**config.mk**
```make
export PLATFORM = sky130hd
export DESIGN_NAME = atr_parser
export DESIGN_NICKNAME = d
export VERILOG_FILES = /design/src/rtl/atr_pkg.sv /design/src/rtl/atr_walk.sv /design/src/rtl/atr_params.sv /design/src/rtl/atr_chk.sv /design/src/rtl/atr_parser.sv
export SDC_FILE = /design/constraint.sdc
export NUM_CORES = 1
export LEC_CHECK = 0
export BUFFER_PORTS_ARGS = -buffer_cell sky130_fd_sc_hd__buf_2
export CORE_UTILIZATION = 40
export DETAILED_ROUTE_END_ITERATION = 6
export PLACE_DENSITY_LB_ADDON = 0.25
export SLEW_MARGIN = 20
export SYNTH_ARGS = -nofsm -noshare
export SYNTH_HDL_FRONTEND = slang
export SYNTH_HIERARCHICAL = 1
export SYNTH_SLANG_ARGS = --single-unit
```
**constraint.sdc**
```tcl
create_clock -name clk -period 5.8 [get_ports clk]
set_input_delay 0.58 -clock clk [delete_from_list [all_inputs] [get_ports clk]]
set_output_delay 0.58 -clock clk [all_outputs]
set_load 0.01 [all_outputs]
```
**src/rtl/atr_pkg.sv**
```systemverilog
package atr_pkg;
  localparam int NIB_W  = 4;
  localparam int NPROTO = 15;

  typedef enum logic [2:0] {
    PS_FMT  = 3'd0,
    PS_IFC  = 3'd1,
    PS_HIST = 3'd2,
    PS_TCK  = 3'd3,
    PS_END  = 3'd4,
    PS_OVF  = 3'd5
  } ph_t;

  function automatic logic fi_rsv(input logic [NIB_W-1:0] c);
    return (c == 4'd7) || (c == 4'd8) || (c >= 4'd14);
  endfunction

  function automatic logic di_rsv(input logic [NIB_W-1:0] c);
    return (c == 4'd0) || (c >= 4'd10);
  endfunction

  // phase entered once the interface section is exhausted
  function automatic ph_t after_ifc(input logic [NIB_W-1:0] k, input logic want);
    if (k != '0) return PS_HIST;
    else if (want) return PS_TCK;
    else return PS_END;
  endfunction
endpackage

```
**src/rtl/atr_walk.sv**
```systemverilog
module atr_walk
  import atr_pkg::*;
(
  input  logic       clk,
  input  logic       rst_n,
  input  logic       in_vld,
  input  logic [7:0] in_byte,
  input  logic       room,
  output ph_t        ph_q,
  output logic       need_q,
  output logic       s_go,
  output logic       s_ta1,
  output logic       s_tc1,
  output logic       s_td,
  output logic       s_td_first,
  output logic       s_tck
);
  logic [NIB_W-1:0] pend_q, pend_d, sel;
  logic [NIB_W-1:0] hist_q, hist_d;
  logic             first_q, first_d, need_d;
  ph_t              ph_d;
  logic             take, ovf, want;

  always_comb begin
    take   = in_vld && (ph_q != PS_END) && (ph_q != PS_OVF);
    ovf    = take && !room;
    s_go   = take && room;
    sel    = pend_q & (~pend_q + 4'd1);
    s_ta1  = s_go && (ph_q == PS_IFC) && sel[0] && first_q;
    s_tc1  = s_go && (ph_q == PS_IFC) && sel[2] && first_q;
    s_td   = s_go && (ph_q == PS_IFC) && sel[3];
    s_td_first = s_td && first_q;
    s_tck  = s_go && (ph_q == PS_TCK);
    want   = need_q || (s_td && (in_byte[3:0] != 4'd0));

    ph_d    = ph_q;
    pend_d  = pend_q;
    hist_d  = hist_q;
    first_d = first_q;
    need_d  = want;
    if (ovf) begin
      ph_d = PS_OVF;
    end else if (s_go) begin
      unique case (ph_q)
        PS_FMT: begin
          pend_d = in_byte[7:4];
          hist_d = in_byte[3:0];
          ph_d   = (in_byte[7:4] != '0) ? PS_IFC : after_ifc(in_byte[3:0], 1'b0);
        end
        PS_IFC: begin
          pend_d = s_td ? in_byte[7:4] : (pend_q & ~sel);
          if (s_td) first_d = 1'b0;
          if (pend_d == '0) ph_d = after_ifc(hist_q, want);
        end
        PS_HIST: begin
          hist_d = hist_q - 4'd1;
          if (hist_q == 4'd1) ph_d = need_q ? PS_TCK : PS_END;
        end
        PS_TCK:  ph_d = PS_END;
        default: ph_d = ph_q;
      endcase
    end
  end

  always_ff @(posedge clk or negedge rst_n) begin
    if (!rst_n) begin
      ph_q    <= PS_FMT;
      pend_q  <= '0;
      hist_q  <= '0;
      first_q <= 1'b1;
      need_q  <= 1'b0;
    end else begin
      ph_q    <= ph_d;
      pend_q  <= pend_d;
      hist_q  <= hist_d;
      first_q <= first_d;
      need_q  <= need_d;
    end
  end
endmodule

```
**src/rtl/atr_params.sv**
```systemverilog
module atr_params
  import atr_pkg::*;
(
  input  logic              clk,
  input  logic              rst_n,
  input  logic [7:0]        in_byte,
  input  logic              s_ta1,
  input  logic              s_tc1,
  input  logic              s_td,
  input  logic              s_td_first,
  output logic [NIB_W-1:0]  fi_q,
  output logic [NIB_W-1:0]  di_q,
  output logic [7:0]        egt_q,
  output logic [NIB_W-1:0]  first_q,
  output logic [NPROTO-1:0] mask_q,
  output logic              bad_q
);
  logic [NIB_W-1:0]  fi_d, di_d, first_d;
  logic [7:0]        egt_d;
  logic [NPROTO-1:0] mask_d;
  logic              bad_d;

  always_comb begin
    fi_d    = fi_q;
    di_d    = di_q;
    egt_d   = egt_q;
    first_d = first_q;
    mask_d  = mask_q;
    bad_d   = bad_q;
    if (s_ta1) begin
      fi_d = in_byte[7:4];
      di_d = in_byte[3:0];
      if (fi_rsv(in_byte[7:4]) || di_rsv(in_byte[3:0])) bad_d = 1'b1;
    end
    if (s_tc1) egt_d = in_byte;
    if (s_td && (in_byte[3:0] != 4'd15)) mask_d[in_byte[3:0]] = 1'b1;
    if (s_td_first) begin
      first_d = in_byte[3:0];
      if (in_byte[3:0] == 4'd15) bad_d = 1'b1;
    end
  end

  always_ff @(posedge clk or negedge rst_n) begin
    if (!rst_n) begin
      fi_q    <= 4'd1;
      di_q    <= 4'd1;
      egt_q   <= '0;
      first_q <= '0;
      mask_q  <= '0;
      bad_q   <= 1'b0;
    end else begin
      fi_q    <= fi_d;
      di_q    <= di_d;
      egt_q   <= egt_d;
      first_q <= first_d;
      mask_q  <= mask_d;
      bad_q   <= bad_d;
    end
  end
endmodule

```
**src/rtl/atr_chk.sv**
```systemverilog
module atr_chk #(
  parameter int MAX_BYTES = 32
) (
  input  logic       clk,
  input  logic       rst_n,
  input  logic [7:0] in_byte,
  input  logic       s_go,
  input  logic       s_tck,
  output logic       room,
  output logic       err_q
);
  localparam int CNT_W = $clog2(MAX_BYTES + 1);

  logic [CNT_W-1:0] cnt_q, cnt_d;
  logic [7:0]       acc_q, acc_d;
  logic             err_d;

  always_comb begin
    room  = (cnt_q != CNT_W'(MAX_BYTES));
    cnt_d = s_go ? cnt_q + 1'b1 : cnt_q;
    acc_d = s_go ? (acc_q ^ in_byte) : acc_q;
    err_d = err_q || (s_tck && ((acc_q ^ in_byte) != 8'h00));
  end

  always_ff @(posedge clk or negedge rst_n) begin
    if (!rst_n) begin
      cnt_q <= '0;
      acc_q <= '0;
      err_q <= 1'b0;
    end else begin
      cnt_q <= cnt_d;
      acc_q <= acc_d;
      err_q <= err_d;
    end
  end
endmodule

```
**src/rtl/atr_parser.sv**
```systemverilog
module atr_parser
  import atr_pkg::*;
#(
  parameter int MAX_BYTES = 32
) (
  input  logic              clk,
  input  logic              rst_n,
  input  logic              rx_vld,
  input  logic [7:0]        rx_byte,
  output logic              done,
  output logic              tck_expected,
  output logic              chk_err,
  output logic              len_err,
  output logic              param_bad,
  output logic [3:0]        fi_code,
  output logic [3:0]        di_code,
  output logic [7:0]        egt_n,
  output logic [3:0]        first_proto,
  output logic [NPROTO-1:0] proto_mask
);
  ph_t  ph;
  logic room, s_go, s_ta1, s_tc1, s_td, s_td_first, s_tck;

  atr_walk u_walk (
    .clk(clk), .rst_n(rst_n), .in_vld(rx_vld), .in_byte(rx_byte), .room(room),
    .ph_q(ph), .need_q(tck_expected), .s_go(s_go), .s_ta1(s_ta1), .s_tc1(s_tc1),
    .s_td(s_td), .s_td_first(s_td_first), .s_tck(s_tck)
  );

  atr_params u_par (
    .clk(clk), .rst_n(rst_n), .in_byte(rx_byte), .s_ta1(s_ta1), .s_tc1(s_tc1),
    .s_td(s_td), .s_td_first(s_td_first), .fi_q(fi_code), .di_q(di_code),
    .egt_q(egt_n), .first_q(first_proto), .mask_q(proto_mask), .bad_q(param_bad)
  );

  atr_chk #(.MAX_BYTES(MAX_BYTES)) u_chk (
    .clk(clk), .rst_n(rst_n), .in_byte(rx_byte), .s_go(s_go), .s_tck(s_tck),
    .room(room), .err_q(chk_err)
  );

  assign done    = (ph == PS_END);
  assign len_err = (ph == PS_OVF);
endmodule

```
Yosys cells after proc, flatten, opt, wreduce, memory -nomap -nowiden
Index checks and enable logic that the tools add are counted.
- memories: 0
- bits in registers: 64
- word-level logic and storage cells: 100
- latch bits: 0
- output and inout port bits: 40
- input port bits: 11
- bits in writable memories: 0
- bits in read-only memories: 0
- multipliers: 0
- shift-type cells: 0
- reduce and logical (&&, ||, !) cells: 38
- order comparisons: 4
- $add $sub $neg: 3
- divide/modulo/power cells: 0
- equality and inequality tests: 15
- bitwise gates (word level): 7
- mux-type cells: 19
- operator list (kind ; number):
    $mux 3 ; 9
    $logic_and 1x1->1 ; 16
    $pmux 4 s2 ; 2
    $or 15x15->15 ; 1
    $pmux 3 s4 ; 1
    $reduce_bool 4->1 ; 3
    $and 4x4->4 ; 2
    $eq 4x4->1 const B ; 2
    $ge 4x4->1 const B ; 2
    $logic_not 4->1 ; 2
    $not 4->4 ; 2
    $reduce_and 4->1 ; 2
    $reduce_bool 8->1 ; 1
    $xor 8x8->8 ; 1
    $add 6x1->6 const B ; 1
    $eq 3x2->1 const B ; 2
    $eq 3x3->1 const B ; 2
    $logic_or 1x1->1 ; 6
    $ne 3x3->1 const B ; 2
    $ne 6x6->1 const B ; 1
    $reduce_and 3->1 ; 2
    $reduce_bool 2->1 ; 3
    $lt 4x5->1 const B ; 1
    $mux 1 ; 5
    other kinds (15) ; 15

Logic depth before layout (Yosys ltp)
- depth after elaboration: 14
- mapped depth: 9
- mapped depth without buffers: 9

By module
The synthesis kept the hierarchy.
- by module, submodules not included (module ; sequential area each (sq um) ; cells an instance ; area each (sq um) ; times used):
    atr_params ; 903.4 ; 94 ; 1377.6 ; 1
    atr_walk ; 326.6 ; 121 ; 958.4 ; 1
    atr_chk ; 375.4 ; 62 ; 698.2 ; 1
    atr_parser ; 0.0 ; 2 ; 21.3 ; 1

Worst setup path before layout
Ideal clock, no wire load.
- path type: register -> register
- start point: register u_chk.cnt_q[0]
- end point: register u_par.first_q[0]
- period minus slack after synthesis: 1.957 ns
- library setup time: 0.125 ns
- required time: 5.675 ns
- cell stages (with the launch flop): 8
- buffers on the path: 0
- path slack: 3.843 ns
- arrival time: 1.832 ns
- cells stage by stage: dfrtp_1 -> inv_1 -> ha_1 -> nand2_1 -> nand2_1 -> nor3b_4 -> and2_1 -> mux2_2
- cells in the longest elaborated chain, start to end: 5
- RTL lines (element ; line ; text):
    start: declaration ; atr_chk.sv:14 ; logic [CNT_W-1:0] cnt_q, cnt_d;
    start signal: assignment ; atr_chk.sv:31 ; cnt_q <= cnt_d;
    $ne 6x6->1 ; atr_chk.sv:19 ; room = (cnt_q != CNT_W'(MAX_BYTES));
    net room ; atr_parser.sv:22 ; logic room, s_go, s_ta1, s_tc1, s_td, s_td_first, s_tck;
    $logic_and 1x1->1 ; atr_walk.sv:27 ; s_go = take && room;
    $logic_and 1x1->1 (2 in a row) ; atr_walk.sv:31 ; s_td = s_go && (ph_q == PS_IFC) && sel[3];
    net s_td ; atr_parser.sv:22 ;
    $logic_and 1x1->1 ; atr_walk.sv:32 ; s_td_first = s_td && first_q;
    net s_td_first ; atr_parser.sv:22 ;
    end signal: assignment ; atr_params.sv:55 ; first_q <= first_d;
    end: declaration ; atr_params.sv:14 ; output logic [NIB_W-1:0] first_q,
The timed path passes the listed nets, and every way through them passes these cells.
A chain may end at the register's enable or synchronous reset.

Worst setup path after layout
- start point: register u_walk.ph_q[0]
- end point: register u_par.first_q[2]
- cells in the longest elaborated chain, start to end: 7
- RTL lines (element ; line ; text):
    start: declaration ; atr_walk.sv:9 ; output ph_t ph_q,
    start signal: assignment ; atr_walk.sv:73 ; ph_q <= ph_d;
    $ne 3x3->1 ; atr_walk.sv:25 ; take = in_vld && (ph_q != PS_END) && (ph_q != PS_OVF);
    $logic_and 1x1->1 (2 in a row) ; atr_walk.sv:25 ;
    $logic_and 1x1->1 ; atr_walk.sv:27 ;
    $logic_and 1x1->1 * (2 in a row) ; atr_walk.sv:31 ;
    net s_td ; atr_parser.sv:22 ;
    $logic_and 1x1->1 * ; atr_walk.sv:32 ;
    net s_td_first ; atr_parser.sv:22 ;
Mark *: on every way through the listed nets, which the timed path passes. The rest lies on a longest branch.

==> run summary <==
• finished, final reports clean — result of the run
• 89.4 um — horizontal die dimension
• 295 — post-synth net total
• 89.4 um — die outline height
• 2.46 ns — minimum period implied by the final worst setup slack
• 7990 sq um — floorplan die area
• false — RSZ-0062 raised after global routing
• 0 — number of endpoints with negative hold slack in the final report
• 42.5% — fin crit share
• 17.9% — area added between synthesis and finish
• 0 — final number of setup-violating endpoints
• 18.6% — Global Route Usage Sum
• 166 — DRT iter0 DRCs
• 0 — post-CTS resize count
• 0 — quantity of hold-fixing buffers added after cts
• 65 — largest net degree at the start of global routing
• 5.27 — post-DR vias/cell
• 303 nW/um^2 — power density over the cells
• 41.7% — initial core utilization
• in -> async — class of the worst hold path
• 0.08 ns — clk slew on worst S/H paths
• 0 — number of antenna-violating nets in the routed design
• 0 — count of final max-slew check failures
• 0 — number of max-capacitance violations reported
• 100% — fraction of registers with async set or reset after synthesis
• 2271 — routed vias
• 43.8% — relative max-transition margin
• 0.00173 uW — reported leakage power
• 52 — number of unique standard cell types used by synthesis
• 2 — deepest clock path buffer count
• flip-flop — sort of element at the start of the critical path
• 1610 sq um — storage element area
• 279 — number of instances in the synthesized netlist
• 9 — number of buffers created by CTS
• 7330 sq um — core region area
• 3370 sq um — area after detailed placement
• 0 — initial antenna violation count
• 0.844 — final weighted congestion of routability-driven global placement
• 3060 sq um — area of the mapped netlist
• 11.0 mm — global-route wire length before repair
• 3 — CTS H-Tree Depth
• 0 — number of enable flip-flop cells after synthesis
• 31 — num rows
• 2.68 ns — Crit path arrival time
• 4 — first-pass iteration count of the detailed router
• 11.0 sq um — syn avg cell area
• 0 ns — aggregate negative setup slack
• sky130_fd_sc_hd__dfrtp_1 — top flip-flop cell by instance count after synthesis
• 6 — Synth warnings
• 693 — filler instances
• 4.51 mm — hpwl dp
• 0.180 mV — peak supply drop
• 15.7 um — average wire length per cell after detail routing
• 0 — DRC violations left
• 6.75 mm — Total Wirelength
• 16 — critical-path maximum fanout
• 2129 — via count of the first global-routing pass
• 52.5% — fraction of the yosys area taken by sequential cells
• 31.0% — share of cells above drive strength 1
• flip-flop — sort of element at the end of the critical path
• sky130_fd_sc_hd__clkbuf_8 — clock root cell
• 0 — Ant. Diodes
• 0.34 ns — clock network latency to the later pin of the worst-skew pair
• built — clock tree from TritonCTS
• 6.02 ns — endpoint required time on the critical path
• 64 — total number of clock tree sinks
• 51 — I/O pins
• reg -> reg — category of the most critical setup path
• sky130_fd_sc_hd__dfrtp_1 — leading cell type in the layout, fill and taps excluded
• 0.839 ns — Least-Margin Pin Slew
• 64 — number of synthesized register bits
• 343 — nets
• 0.0117 ns — largest clock skew in the final design
• 50 — port buffer count
• 3600 sq um — total non-filler cell area in the finished layout
• 1090 uW — total power after layout
• sky130_fd_sc_hd__dfrtp_1 (61), sky130_fd_sc_hd__buf_2 (50), sky130_fd_sc_hd__nand2_1 (27) — commonest cells after routing, fill and taps aside
• 0 — post-CTS setup buffer count
• 0 — global-route congestion overflow total
• 1350 sq um — Multi-input gate area
• 406 MHz — Highest Clock Rate
metrics by stage:
| step | hold slack [ns] | util, % | cells | worst slack [ns] |
|---|---|---|---|---|
| floorplan | 0.284 | - | 279 | 3.84 |
| CTS | 0.444 | 49.1 | 431 | 3.34 |
| detailed placement | 0.449 | 46.0 | 415 | 3.38 |
| finish | 0.400 | 49.1 | 431 | 3.34 |
| global placement | 0.447 | 46.0 | 415 | 3.40 |
| global route | 0.470 | 49.1 | 431 | 3.18 |
synthesized netlist by cell type (2+ instances only):
master / instances / share of area (%)
sky130_fd_sc_hd__inv_2: 2 / 0.25
sky130_fd_sc_hd__a31o_2: 5 / 1.4
sky130_fd_sc_hd__or3_1: 2 / 0.41
sky130_fd_sc_hd__o31ai_1: 5 / 1.2
sky130_fd_sc_hd__inv_1: 7 / 0.86
sky130_fd_sc_hd__nor3b_2: 2 / 0.82
sky130_fd_sc_hd__nor4b_1: 4 / 1.1
sky130_fd_sc_hd__xor2_1: 2 / 0.57
sky130_fd_sc_hd__clkbuf_1: 6 / 0.74
sky130_fd_sc_hd__nor3b_1: 3 / 0.74
sky130_fd_sc_hd__a31oi_1: 4 / 0.82
sky130_fd_sc_hd__ha_1: 5 / 2.0
sky130_fd_sc_hd__a21oi_1: 6 / 0.98
sky130_fd_sc_hd__o21ai_0: 12 / 2.0
sky130_fd_sc_hd__or3b_1: 2 / 0.57
sky130_fd_sc_hd__nor3_1: 7 / 1.1
sky130_fd_sc_hd__mux2_2: 20 / 7.4
sky130_fd_sc_hd__nand4_1: 5 / 1.0
sky130_fd_sc_hd__dfstp_2: 3 / 2.6
sky130_fd_sc_hd__nand2b_1: 3 / 0.61
sky130_fd_sc_hd__xnor2_1: 19 / 5.4
sky130_fd_sc_hd__dfrtp_1: 61 / 50
sky130_fd_sc_hd__buf_2: 7 / 1.1
sky130_fd_sc_hd__nand3_1: 3 / 0.49
sky130_fd_sc_hd__nor2b_1: 2 / 0.41
sky130_fd_sc_hd__nand2_1: 27 / 3.3
sky130_fd_sc_hd__o21bai_1: 12 / 2.9
sky130_fd_sc_hd__nand3b_1: 2 / 0.49
sky130_fd_sc_hd__nor2_1: 18 / 2.2
cell type report:
cell class | instances | area share (%)
inverters | 9 | 0.938
clock inverters | 6 | 2.57
flip-flops and latches | 64 | 44.6
clock buffers | 10 | 3.82
repair buffers | 51 | 7.16
well taps | 99 | 3.44
multi-input cells | 192 | 37.5
logic make-up after synthesis:
kind of cell / count (synthesis) / synth area share, %
AO/OA/AOI/OAI: 55 / 12.3
XOR/XNOR: 21 / 6.02
adder cells (fa/ha/maj): 6 / 2.38
buffers and inverters: 23 / 3.24
flip-flops: 64 / 52.5
multiplexers: 20 / 7.37
AND/OR/NAND/NOR: 90 / 16.1
critical path: stages, from the launching register on:
cell and delay, ns:
sky130_fd_sc_hd__dfrtp_1 0.60, sky130_fd_sc_hd__or3b_1 0.54, sky130_fd_sc_hd__nor3b_4 0.49, sky130_fd_sc_hd__and2_1 0.33, sky130_fd_sc_hd__mux2_2 0.37
registers in the layout, summed over array words and instances, names as in the netlist, 6 cells and up:
register and flops:
u_par/egt_q 8, u_chk/acc_q 8, u_par/mask_q 15, u_chk/cnt_q 6
final timing paths:
check                           startpoint                to  slack [ns]  depth (start not counted)
hold / removal                       rst_n    u_chk/cnt_q[3]        0.40                          2
setup reg to reg            u_walk/ph_q[0]  u_par/first_q[2]        3.34                          4
hold reg to reg            u_par/mask_q[3]   u_par/mask_q[3]        0.46                          1
max in group asynchronous            rst_n   u_par/mask_q[6]        4.87                          2
min in group clk           u_par/mask_q[3]   u_par/mask_q[3]        0.46                          1
setup / recovery            u_walk/ph_q[0]  u_par/first_q[2]        3.34                          4
power by group:
part	switching [uW]	internal, uW	leakage, uW	total (uW)
registers	43.3	491	0.000849	534
logic	60.4	62.2	0.000774	123
clock network	180	255	0.000109	435
total	284	808	0.00173	1090
routing by layer:
| layer | wire (um) | part of all wire (%) | global-route usage [%] | up-vias |
|---|---|---|---|---|
| met5 | 0 | 0 | 0 | - |
| met1 | 3160 | 47 | 26.4 | 1124 |
| met3 | 395 | 5.9 | 5.17 | 4 |
| met2 | 3130 | 46 | 28.0 | 62 |
| li1 | - | - | - | 1081 |
| met4 | 58 | 0.86 | 5.19 | 0 |
Note: power is estimated with default switching activity, not from simulation.
